## src/rtl/bus_pwr_pkg.sv

```systemverilog
package busPwrPkg;

  typedef enum logic {
    ST_ABSENT  = 1'b0,
    ST_PRESENT = 1'b1
  } pwrState_t;

  // strobes from control to datapath
  typedef struct packed {
    logic clrCnt;      // counter back to zero
    logic incCnt;      // counter plus one
    logic selRelease;  // compare against the release window
  } cntCtl_t;

  function automatic int maxOf(input int a, input int b);
    return (a > b) ? a : b;
  endfunction

endpackage

```

## src/rtl/bus_pwr_dp.sv

```systemverilog
module busPwrDp
  import busPwrPkg::*;
#(
  parameter int ENABLE_CYC  = 37500,
  parameter int DISABLE_CYC = 1250000,
  parameter int SYNC_STAGES = 2,
  localparam int CNT_W = $clog2(maxOf(ENABLE_CYC, DISABLE_CYC) + 1)
) (
  input  logic             clk,
  input  logic             rst,
  input  logic             cmpRaw,
  input  cntCtl_t          ctl,
  output logic             syncBit,
  output logic [CNT_W-1:0] cntVal,
  output logic             cntHit
);

  localparam logic [CNT_W-1:0] ENA_LAST = CNT_W'(ENABLE_CYC - 1);
  localparam logic [CNT_W-1:0] REL_LAST = CNT_W'(DISABLE_CYC - 1);

  logic [SYNC_STAGES-1:0] syncReg;

  generate
    for (genvar i = 0; i < SYNC_STAGES; i++) begin : gSync
      if (i == 0) begin : gFirst
        always_ff @(posedge clk) begin
          if (rst) syncReg[0] <= 1'b0;
          else     syncReg[0] <= cmpRaw;
        end
      end else begin : gNext
        always_ff @(posedge clk) begin
          if (rst) syncReg[i] <= 1'b0;
          else     syncReg[i] <= syncReg[i-1];
        end
      end
    end
  endgenerate

  assign syncBit = syncReg[SYNC_STAGES-1];

  always_ff @(posedge clk) begin
    if (rst || ctl.clrCnt) cntVal <= '0;
    else if (ctl.incCnt)   cntVal <= cntVal + 1'b1;
  end

  assign cntHit = (cntVal == (ctl.selRelease ? REL_LAST : ENA_LAST));

endmodule

```

## src/rtl/bus_pwr_ctl.sv

```systemverilog
module busPwrCtl
  import busPwrPkg::*;
(
  input  logic    clk,
  input  logic    rst,
  input  logic    linkOk,
  input  logic    syncBit,
  input  logic    cntHit,
  output cntCtl_t ctl,
  output logic    pwrN
);

  pwrState_t state, stateNext;
  logic present, disagree;

  assign present  = (state == ST_PRESENT);
  assign disagree = (syncBit != present);

  always_comb begin
    stateNext      = state;
    ctl.selRelease = present;
    ctl.clrCnt     = 1'b0;
    ctl.incCnt     = 1'b0;
    if (!linkOk) begin
      stateNext  = ST_ABSENT;
      ctl.clrCnt = 1'b1;
    end else if (disagree) begin
      if (cntHit) begin
        stateNext  = present ? ST_ABSENT : ST_PRESENT;
        ctl.clrCnt = 1'b1;
      end else begin
        ctl.incCnt = 1'b1;
      end
    end else begin
      ctl.clrCnt = 1'b1;
    end
  end

  always_ff @(posedge clk) begin
    if (rst) state <= ST_ABSENT;
    else     state <= stateNext;
  end

  assign pwrN = ~present;

endmodule

```

## src/rtl/bus_pwr_mon.sv

```systemverilog
module busPwrMon
  import busPwrPkg::*;
#(
  parameter int ENABLE_CYC  = 37500,
  parameter int DISABLE_CYC = 1250000
) (
  input  logic clk,
  input  logic rst,
  input  logic linkOk,
  input  logic cmpRaw,
  output logic pwrN
);

  localparam int CNT_W = $clog2(maxOf(ENABLE_CYC, DISABLE_CYC) + 1);

  cntCtl_t          ctl;
  logic             syncBit;
  logic             cntHit;
  logic [CNT_W-1:0] cntVal;

  busPwrDp #(
    .ENABLE_CYC (ENABLE_CYC),
    .DISABLE_CYC(DISABLE_CYC),
    .SYNC_STAGES(2)
  ) uDp (
    .clk    (clk),
    .rst    (rst),
    .cmpRaw (cmpRaw),
    .ctl    (ctl),
    .syncBit(syncBit),
    .cntVal (cntVal),
    .cntHit (cntHit)
  );

  busPwrCtl uCtl (
    .clk    (clk),
    .rst    (rst),
    .linkOk (linkOk),
    .syncBit(syncBit),
    .cntHit (cntHit),
    .ctl    (ctl),
    .pwrN   (pwrN)
  );

endmodule

```

## config.mk

```make
export PLATFORM = sky130hd
export DESIGN_NAME = busPwrMon
export DESIGN_NICKNAME = d
export VERILOG_FILES = /design/src/rtl/bus_pwr_pkg.sv /design/src/rtl/bus_pwr_dp.sv /design/src/rtl/bus_pwr_ctl.sv /design/src/rtl/bus_pwr_mon.sv
export SDC_FILE = /design/constraint.sdc
export NUM_CORES = 1
export LEC_CHECK = 0
export BUFFER_PORTS_ARGS = -buffer_cell sky130_fd_sc_hd__buf_4
export CAP_MARGIN = 20
export CORE_AREA = 2 2 58 60
export CTS_BUF_LIST = sky130_fd_sc_hd__clkbuf_4
export CTS_CLUSTER_DIAMETER = 40
export DETAILED_ROUTE_END_ITERATION = 10
export DIE_AREA = 0 0 60 62
export SYNTH_ARGS = -nofsm -noshare
export SYNTH_HDL_FRONTEND = slang
export SYNTH_HIERARCHICAL = 1
export SYNTH_SLANG_ARGS = --single-unit
```

## constraint.sdc

```tcl
create_clock -name clk -period 2.5 [get_ports clk]
set_input_delay 0.375 -clock clk [delete_from_list [all_inputs] [get_ports clk]]
set_output_delay 0.375 -clock clk [all_outputs]
set_load 0.02 [all_outputs]
```

==> flow_metrics.py <==
metrics = {
    "placement": {
        "port_buffers": 4,
        "globalplace.congestion": 0.815,
        "pre_cts_ws_ns": 0.0212,
        "dp_hpwl_um": 1800,
        "dp.cells": 186,
    },
    "setup_path": {
        "r2r-end": "uDp/cntVal[16]$_SDFFE_PP0P_",
        "cp_slowest_cell": "nor4b_4",
        "start_kind": "flop",
        "cp.depth": 9,
        "cp.required_ns": 2.72,
        "arrival_ns": 2.64,
        "end_kind": "flop",
        "cp_max_fo": 6,
        "crit_buf_inv": 0,
        "critPathTopFamily": "simple AND/OR/NAND/NOR gates",
        "reg2reg_depth": 9,
        "slowest_delay_ns": 0.49,
        "crit_type": "reg -> reg",
        "r2r-start": "uDp/cntVal[7]$_SDFFE_PP0P_",
        "rrSetupSlack_ns": 0.08,
        "path_cells": "nor4bb_1 -> and4_2 -> a21oi_2 -> a2111oi_4 -> and3b_2 -> nand4_2 -> nor4b_4 -> a31oi_1 -> a41o_1",
    },
    "grt": {
        "use_met3_pct": 1.86,
        "antenna_found_initial": 0,
        "grt_usage_pct": 14.0,
        "busiest_layer": "met2",
        "grt_pass1_wl_um": 3930,
        "grt_max_degree": 15,
        "grtUsageMet1_pct": 18.8,
        "grt_pass1_vias": 883,
        "grt_overflow": 0,
        "use_met2_pct": 23.0,
    },
    "hold_path": {
        "hold_end": "uDp/syncBit$_SDFF_PP0_",
        "holdPathStages": 2,
        "hp-class": "in -> reg",
        "min_from": "rst",
    },
    "power": {
        "p_int_mw": 0.553,
        "switching_share_pct": 18.1,
        "clock_power_share_pct": 41.1,
        "powerDensity_nw_per_um2": 473,
        "p_switching_mw": 0.122,
        "ir_drop_uv": 350,
        "pwr-share-comb_pct": 2.0,
        "p_total_mw": 0.675,
        "power_frac_seq_pct": 56.9,
        "p_leak_nw": 0.511,
    },
    "layout": {
        "num_antenna_cells": 0,
        "fin_util_pct": 44.9,
        "final_cell_mix": "21 x dfxtp_1, 17 x buf_4, 16 x nor2_1",
        "final_common_cell": "dfxtp_1",
        "area_growth_pct": 22.2,
        "multi_input_area_um2": 698,
        "drive_gt1_share_pct": 26.2,
        "nNetsFinal": 151,
        "final_cells": 191,
        "seq_area_um2": 484,
        "n_fill_cell": 312,
    },
    "floorplanning": {
        "die_x_um": 60,
        "fp.coreArea_um2": 3180,
        "ios": 5,
        "die_area_um2": 3720,
        "die_y_um": 62,
        "fp-row-count": 21,
        "initial_core_util_pct": 36.8,
    },
    "route": {
        "wl_um": 2410,
        "viasPerCell": 5.10,
        "post_drt_wl_per_cell_um": 12.6,
        "first_iter_violations": 36,
        "drt-pass1-iter-count": 4,
        "ant_nets": 0,
        "route.vias.total": 974,
        "drt_drc_violations_left": 0,
    },
    "timing": {
        "slew_headroom_pct": 71.5,
        "setup_tns_ns": 0,
        "finalSetupViolCount": 0,
        "max_clock_freq_ghz": 0.414,
        "worst_slack_ns": 0.0821,
        "layout_min_cycle_time_ns": 2.42,
        "hold_viol_final": 0,
        "worst_slew_pin_slew_ns": 0.426,
        "skew_ns": 0.00671,
        "period_share_pct": 96.7,
        "rsz0062_at_grt": "yes",
        "final_max_slew_viol_count": 0,
    },
    "status": {
        "status": "finished clean",
    },
    "logic_synthesis": {
        "yosys_warnings": 6,
        "synth_edf_count": 0,
        "async_reset_ff_share_pct": 0,
        "syn_inst": 128,
        "synth_seq_cells": 24,
        "syn-num-nets": 133,
        "synth.avg_cell_area_um2": 9.13,
        "netlist_area_um2": 1170,
        "seq_area_frac_synth_pct": 41.1,
        "synth.distinct_cells": 41,
        "synth_flop_cell": "dfxtp_1",
    },
    "clock_tree": {
        "cts_tree": "yes",
        "htreeDepth": 1,
        "numCtsBuffers": 3,
        "postCtsHoldBufs": 0,
        "cts-root-buf": "clkbuf_4",
        "clkLatencyLatePin_ns": 0.31,
        "clock_sinks": 24,
        "clkTransAtPathRegs_ns": 0.13,
        "max-clock-path-buffers": 2,
    },
    "run": {
        "maxCapViolCount": 0,
    },
}
## synthesized netlist by cell type, types with 2 or more instances
| master | instances | share of area [%] |
|---|---|---|
| nand4_1 | 5 | 2.7 |
| and3_1 | 2 | 1.1 |
| mux2i_1 | 3 | 2.6 |
| nor2_1 | 16 | 5.1 |
| nand2_1 | 8 | 2.6 |
| xnor2_1 | 5 | 3.7 |
| dfxtp_1 | 24 | 41 |
| o21ai_0 | 4 | 1.7 |
| or2_2 | 2 | 1.1 |
| and4_1 | 3 | 2.2 |
| and4_2 | 2 | 1.7 |
| a21oi_1 | 6 | 2.6 |
| xor2_1 | 8 | 6.0 |
| nor2b_1 | 2 | 1.1 |
| or3_1 | 5 | 2.7 |
| inv_1 | 2 | 0.64 |
| nor3_1 | 2 | 0.86 |
| nand3_1 | 6 | 2.6 |
## worst reg2reg max path: stages, from the launching register on
cell and delay [ns]:
dfxtp_1 0.35, nor4bb_1 0.15, and4_2 0.24, a21oi_2 0.19, a2111oi_4 0.07, and3b_2 0.29, nand4_2 0.18, nor4b_4 0.49
a31oi_1 0.15, a41o_1 0.21
## worst max-delay path by stage
stage	slack [ns]	endpoint	startpoint
after floorplan	0.02	uDp/cntVal[17]$_SDFFE_PP0P_	uDp/cntVal[16]$_SDFFE_PP0P_
after global placement	0.1	uDp/cntVal[19]$_SDFFE_PP0P_	uDp/cntVal[11]$_SDFFE_PP0P_
after detailed placement	0.02	uDp/cntVal[19]$_SDFFE_PP0P_	uDp/cntVal[16]$_SDFFE_PP0P_
after CTS	0.009	uDp/cntVal[15]$_SDFFE_PP0P_	uDp/cntVal[16]$_SDFFE_PP0P_
after global routing	-0.04	uDp/cntVal[16]$_SDFFE_PP0P_	uDp/cntVal[7]$_SDFFE_PP0P_
final	0.08	uDp/cntVal[16]$_SDFFE_PP0P_	uDp/cntVal[7]$_SDFFE_PP0P_
## cell families after synthesis
kind of cell | after synthesis | synth area share [%]
fa+ha+maj | 1 | 1.07
buf+inv | 6 | 2.35
xor+xnor | 13 | 9.74
simple gates | 66 | 35.2
flops | 24 | 41.1
compound gates | 15 | 7.92
mux | 3 | 2.57
## area by class of cell
| type | count | area share, % |
|---|---|---|
| flip-flops and latches | 24 | 33.9 |
| multi-input cells | 98 | 48.9 |
| clock inverters | 1 | 2.10 |
| well taps | 46 | 4.03 |
| inverters | 2 | 0.526 |
| clock buffers | 3 | 1.58 |
| repair buffers | 17 | 8.94 |
## state kept, by name, indices dropped and copies added, names as in the netlist
register / cells
uDp/syncReg: 1
uDp/cntVal: 21
uCtl/present: 1
uDp/syncBit: 1
## power by group through the flow
stage,sequential (mW),clock (mW),combinational (mW)
3_5_place_dp,0.393,0,0.0127
3_3_place_gp,0.393,0,0.0126
4_1_cts,0.385,0.287,0.0133
5_1_grt,0.385,0.302,0.0146
6_report,0.384,0.277,0.0133
2_1_floorplan,0.393,0,0.00565
## per-stage QoR
stage	hold slack [ns]	cell area, µm²
3_5_place_dp	0.437	1330
6_report	0.240	1430
4_1_cts	0.227	1400
5_1_grt	0.224	1430
2_1_floorplan	0.414	1180
3_3_place_gp	0.421	1330
## per-layer routing
layer	vias up	routed length (µm)
met5	-	0
met4	0	20
met3	2	40
met2	7	1260
met1	468	1090
li1	497	-
## repair_timing
action / in CTS / in global routing
buffers inserted: 1 / 0
endpoints found under the setup margin: 3 / 21
resized for setup: 2 / 9
pin swaps: 2 / 6
Note: power is estimated with default switching activity, not from simulation.
